<file path="src/rtl/pio_pkg.sv">
package pio_pkg;

   localparam int OFS_OWN_SET  = 0;
   localparam int OFS_OWN_CLR  = 1;
   localparam int OFS_OWN_STAT = 2;
   localparam int OFS_DIR_SET  = 3;
   localparam int OFS_DIR_CLR  = 4;
   localparam int OFS_DIR_STAT = 5;
   localparam int OFS_DAT_SET  = 6;
   localparam int OFS_DAT_CLR  = 7;
   localparam int OFS_DAT_STAT = 8;
   localparam int OFS_PIN_STAT = 9;

   localparam int MIN_ADDR_W = 4;

   typedef enum logic [1:0] {
      SRC_NONE  = 2'd0,
      SRC_WRITE = 2'd1,
      SRC_READ  = 2'd2
   } bus_kind_e;

endpackage

</file>
<file path="src/rtl/pio_setclr_reg.sv">
module pio_setclr_reg #(
   parameter int         W        = 8,
   parameter logic [W-1:0] RST_VAL = '0,
   parameter bit         CLR_WINS = 1'b1
) (
   input  logic         clk,
   input  logic         rst_n,
   input  logic [W-1:0] set_bits,
   input  logic [W-1:0] clr_bits,
   output logic [W-1:0] q
);

   logic [W-1:0] q_nxt;

   generate
      if (W < 1) begin : g_bad_w
         $error("pio_setclr_reg: W must be at least 1");
      end
      if (CLR_WINS) begin : g_clr_wins
         always_comb q_nxt = (q | set_bits) & ~clr_bits;
      end else begin : g_set_wins
         always_comb q_nxt = (q & ~clr_bits) | set_bits;
      end
   endgenerate

   always_ff @(posedge clk or negedge rst_n) begin
      if (!rst_n) q <= RST_VAL;
      else        q <= q_nxt;
   end

   AST_SET_APPLIED: assert property (@(posedge clk) disable iff (!rst_n)
      ((set_bits != '0) && (clr_bits == '0)) |=> ((q & $past(set_bits)) == $past(set_bits))) else $error("set bits not applied");
   AST_CLR_APPLIED: assert property (@(posedge clk) disable iff (!rst_n)
      ((clr_bits != '0) && (set_bits == '0)) |=> ((q & $past(clr_bits)) == '0)) else $error("clear bits not applied");
   AST_HOLD_IDLE: assert property (@(posedge clk) disable iff (!rst_n)
      ((set_bits == '0) && (clr_bits == '0)) |=> $stable(q)) else $error("state moved without write");

endmodule

</file>
<file path="src/rtl/pio_in_sync.sv">
module pio_in_sync #(
   parameter int W      = 8,
   parameter int STAGES = 2
) (
   input  logic         clk,
   input  logic         rst_n,
   input  logic [W-1:0] d,
   output logic [W-1:0] q
);

   logic [W-1:0] stage [STAGES];

   generate
      if (STAGES < 2) begin : g_bad_stages
         $error("pio_in_sync: STAGES must be at least 2");
      end
      for (genvar s = 0; s < STAGES; s++) begin : g_stage
         if (s == 0) begin : g_first
            always_ff @(posedge clk or negedge rst_n) begin
               if (!rst_n) stage[s] <= '0;
               else        stage[s] <= d;
            end
         end else begin : g_next
            always_ff @(posedge clk or negedge rst_n) begin
               if (!rst_n) stage[s] <= '0;
               else        stage[s] <= stage[s-1];
            end
         end
      end
   endgenerate

   assign q = stage[STAGES-1];

endmodule

</file>
<file path="src/rtl/pio_pad_mux.sv">
module pio_pad_mux #(
   parameter int NPIN = 8
) (
   input  logic [NPIN-1:0] own_ctl,
   input  logic [NPIN-1:0] ctl_dir,
   input  logic [NPIN-1:0] ctl_dat,
   input  logic [NPIN-1:0] per_out,
   input  logic [NPIN-1:0] per_oe,
   output logic [NPIN-1:0] pad_out,
   output logic [NPIN-1:0] pad_oe
);

   generate
      for (genvar p = 0; p < NPIN; p++) begin : g_pin
         always_comb begin
            if (own_ctl[p]) begin
               pad_oe[p]  = ctl_dir[p];
               pad_out[p] = ctl_dat[p];
            end else begin
               pad_oe[p]  = per_oe[p];
               pad_out[p] = per_out[p];
            end
         end
      end
   endgenerate

endmodule

</file>
<file path="src/rtl/pio_mux_ctrl.sv">
module pio_mux_ctrl
   import pio_pkg::*;
#(
   parameter int NPIN        = 8,
   parameter int ADDR_W      = 4,
   parameter int SYNC_STAGES = 2,
   parameter bit CLR_WINS    = 1'b1
) (
   input  logic              clk,
   input  logic              rst_n,
   input  logic              bus_vld,
   input  logic              bus_wr,
   input  logic [ADDR_W-1:0] bus_addr,
   input  logic [NPIN-1:0]   bus_wdata,
   output logic [NPIN-1:0]   bus_rdata,
   input  logic [NPIN-1:0]   per_out,
   input  logic [NPIN-1:0]   per_oe,
   output logic [NPIN-1:0]   per_in,
   input  logic [NPIN-1:0]   pad_in,
   output logic [NPIN-1:0]   pad_out,
   output logic [NPIN-1:0]   pad_oe
);

   localparam logic [NPIN-1:0] ALL_ONES = {NPIN{1'b1}};
   localparam logic [NPIN-1:0] ALL_ZERO = '0;

   generate
      if (NPIN < 1 || NPIN > 32) begin : g_bad_npin
         $error("pio_mux_ctrl: NPIN must be 1..32");
      end
      if (ADDR_W < MIN_ADDR_W) begin : g_bad_aw
         $error("pio_mux_ctrl: ADDR_W too small for register map");
      end
   endgenerate

   bus_kind_e kind;
   always_comb begin
      if (!bus_vld)    kind = SRC_NONE;
      else if (bus_wr) kind = SRC_WRITE;
      else             kind = SRC_READ;
   end

   function automatic logic hit(input logic [ADDR_W-1:0] a, input int ofs);
      return a == ADDR_W'(ofs);
   endfunction

   logic [NPIN-1:0] own_set, own_clr, dir_set, dir_clr, dat_set, dat_clr;
   always_comb begin
      own_set = '0; own_clr = '0;
      dir_set = '0; dir_clr = '0;
      dat_set = '0; dat_clr = '0;
      if (kind == SRC_WRITE) begin
         if (hit(bus_addr, OFS_OWN_SET)) own_set = bus_wdata;
         if (hit(bus_addr, OFS_OWN_CLR)) own_clr = bus_wdata;
         if (hit(bus_addr, OFS_DIR_SET)) dir_set = bus_wdata;
         if (hit(bus_addr, OFS_DIR_CLR)) dir_clr = bus_wdata;
         if (hit(bus_addr, OFS_DAT_SET)) dat_set = bus_wdata;
         if (hit(bus_addr, OFS_DAT_CLR)) dat_clr = bus_wdata;
      end
   end

   logic [NPIN-1:0] own_q, dir_q, dat_q, pin_q;

   pio_setclr_reg #(.W(NPIN), .RST_VAL(ALL_ONES), .CLR_WINS(CLR_WINS)) u_own (
      .clk(clk), .rst_n(rst_n), .set_bits(own_set), .clr_bits(own_clr), .q(own_q));

   pio_setclr_reg #(.W(NPIN), .RST_VAL(ALL_ZERO), .CLR_WINS(CLR_WINS)) u_dir (
      .clk(clk), .rst_n(rst_n), .set_bits(dir_set), .clr_bits(dir_clr), .q(dir_q));

   pio_setclr_reg #(.W(NPIN), .RST_VAL(ALL_ZERO), .CLR_WINS(CLR_WINS)) u_dat (
      .clk(clk), .rst_n(rst_n), .set_bits(dat_set), .clr_bits(dat_clr), .q(dat_q));

   pio_in_sync #(.W(NPIN), .STAGES(SYNC_STAGES)) u_sync (
      .clk(clk), .rst_n(rst_n), .d(pad_in), .q(pin_q));

   pio_pad_mux #(.NPIN(NPIN)) u_mux (
      .own_ctl(own_q), .ctl_dir(dir_q), .ctl_dat(dat_q),
      .per_out(per_out), .per_oe(per_oe),
      .pad_out(pad_out), .pad_oe(pad_oe));

   assign per_in = pad_in;

   logic [NPIN-1:0] rd_sel;
   always_comb begin
      rd_sel = '0;
      if (hit(bus_addr, OFS_OWN_STAT)) rd_sel = own_q;
      if (hit(bus_addr, OFS_DIR_STAT)) rd_sel = dir_q;
      if (hit(bus_addr, OFS_DAT_STAT)) rd_sel = dat_q;
      if (hit(bus_addr, OFS_PIN_STAT)) rd_sel = pin_q;
   end

   always_ff @(posedge clk or negedge rst_n) begin
      if (!rst_n)                bus_rdata <= '0;
      else if (kind == SRC_READ) bus_rdata <= rd_sel;
   end

   // checks
   logic wo_read;
   assign wo_read = (kind == SRC_READ) &&
      (hit(bus_addr, OFS_OWN_SET) || hit(bus_addr, OFS_OWN_CLR) ||
       hit(bus_addr, OFS_DIR_SET) || hit(bus_addr, OFS_DIR_CLR) ||
       hit(bus_addr, OFS_DAT_SET) || hit(bus_addr, OFS_DAT_CLR));

   logic [1:0] age;
   always_ff @(posedge clk or negedge rst_n) begin
      if (!rst_n)         age <= '0;
      else if (age != 2'd3) age <= age + 2'd1;
   end

   AST_WO_READ_ZERO: assert property (@(posedge clk) disable iff (!rst_n)
      wo_read |=> (bus_rdata == '0)) else $error("write-only read not zero");
   AST_RDATA_HOLD: assert property (@(posedge clk) disable iff (!rst_n)
      (kind != SRC_READ) |=> $stable(bus_rdata)) else $error("rdata moved without read");
   AST_SYNC_LATENCY: assert property (@(posedge clk) disable iff (!rst_n)
      ((age == 2'd3) && (SYNC_STAGES == 2)) |-> (pin_q == $past(pad_in, 2))) else $error("sync latency wrong");
   AST_IDLE_PADS_ON_RESET: assert property (@(posedge clk) disable iff (!rst_n)
      ((age == 2'd1) && $past(kind == SRC_NONE)) |-> (dir_q == '0)) else $error("direction not reset");

endmodule

</file>
<file path="config.mk">
export PLATFORM = sky130hd
export DESIGN_NAME = pio_mux_ctrl
export DESIGN_NICKNAME = d
export VERILOG_FILES = /design/src/rtl/pio_pkg.sv /design/src/rtl/pio_setclr_reg.sv /design/src/rtl/pio_in_sync.sv /design/src/rtl/pio_pad_mux.sv /design/src/rtl/pio_mux_ctrl.sv
export SDC_FILE = /design/constraint.sdc
export NUM_CORES = 1
export LEC_CHECK = 0
export ABC_CLOCK_PERIOD_IN_PS = 1400
export BUFFER_PORTS_ARGS = -buffer_cell sky130_fd_sc_hd__clkbuf_2
export CAP_MARGIN = 20
export CORE_AREA = 5 5 76 78
export DETAILED_ROUTE_END_ITERATION = 10
export DIE_AREA = 0 0 81 83
export PLACE_DENSITY = 0.76
export SYNTH_ARGS = -nofsm -noshare
export SYNTH_HDL_FRONTEND = slang
export SYNTH_SLANG_ARGS = --single-unit
</file>
<file path="constraint.sdc">
create_clock -name clk -period 1.4 [get_ports clk]
set_input_delay 0.21 -clock clk [delete_from_list [all_inputs] [get_ports clk]]
set_output_delay 0.21 -clock clk [all_outputs]
set_load 0.01 [all_outputs]
</file>
==> key figures <==
Final layout
  – Fin nets: 340
  – Number of diodes: 0
  – Area Growth Syn to Fin: 29.9%
  – Share of cells above drive strength 1: 47.5%

Yosys
  – Library cells used by synthesis: 36
  – Main combinational cell family by area after synthesis: compound AO/OA/AOI/OAI gates
  – Synth Area per Inst: 11.2 µm²
  – Post-Syn Area: 2440 µm²
  – Synth top area share: between 40% and 50%
  – Mux contribution to synthesized area: ~7.4%
  – Synth area leaders: dfrtp_1 (41%), dfstp_2 (8.6%), mux2_2 (7.4%), o21ai_0 (6.4%), o31ai_1 (4.9%)
  – Cells after synthesis: 217
  – Post-synth EDFFs: 0
  – Adder-cell share of the synthesized area: 0%
  – Largest area contributor in the netlist: dfrtp_1
  – Simple-Gate Fraction of Synth Area: 15.4%
  – Sequential share of the synthesized area: a little under 50%
  – Xor and xnor area share after synthesis: 0%
  – Ys async rst share: 100%
  – Flop and latch count out of synthesis: 48
  – Syn nets: 257
  – Synth Warn #: 0
  – Top FF cell, synth: dfrtp_1
  – Compound-gate portion of the synthesized area: 20.7%

Global route
  – All-Layer GR Usage: slightly below 20%
  – Largest net degree at the start of global routing: just under 50
  – Total grt overflow: 0
  – Vias in the first global route: roughly 2.1k
  – First-pass GRT wire length: ~10000 µm
  – Antenna violations before repair: 0

Clock tree
  – H-tree Lvls: 2
  – Worst-Skew Late Latency: ~0.30 ns
  – CTS tree: built
  – Clock root buffer: clkbuf_8
  – Cts bufs inserted: 5
  – CTS clock-pin slew for the worst setup and hold paths: roughly 0.080 ns
  – CTS max path bufs: 2
  – CTS sink count: 48

Worst setup path
  – Startpoint types: flip-flop
  – Signal arrival time at the worst endpoint: 1.32 ns
  – Critical Path Sink Type: primary output
  – Critical path class: flip-flop to primary output
  – Critical Path RT: about 1.2 ns
  – Worst Path Max Fanout: 4

Timing
  – Final-report hold violation count: 0
  – Unrepaired setup endpoints after global routing: true
  – Final slew viol count: 0
  – Worst Skew: just over 0.003 ns
  – Min Clock Period, post-route: 1.53 ns
  – Setup Viol. Count Final: 16
  – Fmax: roughly 650 MHz
  – Relative slew slack: 72.3%
  – Fin crit share: 109%
  – Worst Tran Pin Value: between 0.4 and 0.5 ns
  – Final worst-path setup slack: -0.130 ns
  – TNS Setup: -1.91 ns
  – Hold slack: 0.0266 ns

Place
  – GPL Wtd Cong: 0.823
  – Dpl hpwl: approximately 4500 µm
  – Port Buffers: 71

Drt
  – Total wire length: around 6300 µm
  – ANT nets after route: 0
  – Via-to-Cell Ratio: between 5 and 6
  – First-pass DRT Iterations: 4
  – Drt drc: 0
  – Routed vias: about 2.1k
  – Initial drt markers: 191
  – WL/cell: ~17 µm

Floorplanning
  – Chip Width: slightly above 80 µm
  – I/O pin cnt: 72
  – Total core area: ~5000 µm²
  – Die area: roughly 6700 µm²
  – Die Ht: roughly 83 µm
  – Initial Util: between 40% and 50%
  – Row count: 26

Job
  – Max Cap Viol: 0

Power and ir drop
  – Power Density: 1080 nW/µm²
  – VDD IR max: roughly 560 µV
  – Leak: between 1 and 1.5 nW

Status
  – Run status: complete, but fails checks
  – Failing checks: setup timing

Min path
  – HP Class: input port to flip-flop
-- cell type report --
class                      count  area, µm²
sequential                    48       1210
fill                         431       1840
timing repair buffer         101        646
clock buffer                   8       90.1
tap                           70       87.6
multi-input combinational    143       1130
inverter                       1       3.75
-- final timing paths --
path / from / end / slack [ns] / cells past startpoint
setup / recovery: u_own.q[5] / pad_oe[5] / -0.13 / 2
hold / removal: pad_in[0] / u_sync.stage[8] / 0.03 / 1
setup reg to reg: u_own.q[5] / bus_rdata[5] / 0.01 / 5
hold reg to reg: u_sync.stage[11] / u_sync.q[3] / 0.35 / 0
max in group asynchronous: rst_n / u_own.q[0] / 0.69 / 3
min in group asynchronous: rst_n / u_dat.q[6] / 0.42 / 3
-- cell families after synthesis --
kind of cell,after synthesis
DFF,48
buffers and inverters,26
muxes,16
and+or+nand+nor,49
AOI/OAI and AO/OA,78
-- state kept, by name, summed over array words and instances, names as in the netlist --
name          flops
bus_rdata         8
u_dat.q           8
u_dir.q           8
u_own.q           8
u_sync.q          8
u_sync.stage      8
-- stage by stage --
step / total power, mW / cell area, µm² / cells / setup WS, ns / utilization, %
5_1_grt: 3.58 / 3170 / 371 / -0.176 / 63.3
4_1_cts: 3.36 / 3090 / 370 / -0.147 / 61.8
2_1_floorplan: 2.09 / 2440 / 217 / 0.123 / -
3_3_place_gp: 2.38 / 2890 / 354 / 0.0160 / 57.7
3_5_place_dp: 2.41 / 2890 / 354 / -0.0823 / 57.7
6_report: 3.41 / 3170 / 371 / -0.130 / 63.3
-- Yosys cell counts (2+ instances only) --
cell       number
buf_2           8
a211oi_1        2
mux2_2         16
a311oi_1        3
o21ai_0        31
buf_4          10
or3b_2          5
buf_1           2
nand4bb_1       6
nand3_1         8
buf_6           3
dfstp_2         8
o22ai_1         4
a21oi_1         2
dfrtp_1        40
a21o_1          5
a41oi_1         8
a31oi_1         3
and4bb_2        2
nor2_1          5
nor3_1          4
a22oi_1         3
nand2_1         6
o31ai_1        16
nor3b_4         2
nand4b_1        5
-- layout by cell type, fill, tap and decap left out, drive strengths merged, types with 4 or more instances in the layout --
cell,instances
nand4b,5
nand3,8
nand4bb,6
or3b,5
nand2,6
buf,37
o31ai,16
a41oi,8
dfrtp,40
mux2,16
o22ai,4
nor3,4
dfstp,8
nor2,5
o21ai,32
a21o,5
clkbuf,71
-- critical path, cell delays in order (launching register included) --
cell      delay (ns)
dfstp_2         0.59
mux2_4          0.31
clkbuf_2        0.13
-- where the power goes --
part | switching (mW) | internal [mW]
Clock | 0.438 | 0.403
Combinational | 0.387 | 0.482
Sequential | 0.137 | 1.56
-- repair_timing --
action                     4_1_cts  5_1_grt
hold endpoints to repair        40        0
setup buffers                    7        1
pin swaps                        0        1
gates resized for setup         14       20
hold buffers                     1        0
setup endpoints to repair       16       18
-- metal layers --
metal / vias up / global-route usage [%] / share of wire (%)
met5: - / 0 / 0
met4: 0 / 5.22 / 1.2
met3: 7 / 5.41 / 7.5
met2: 78 / 30.8 / 50
met1: 1038 / 25.8 / 41
li1: 994 / - / -
(Power assumes the default switching activity.)
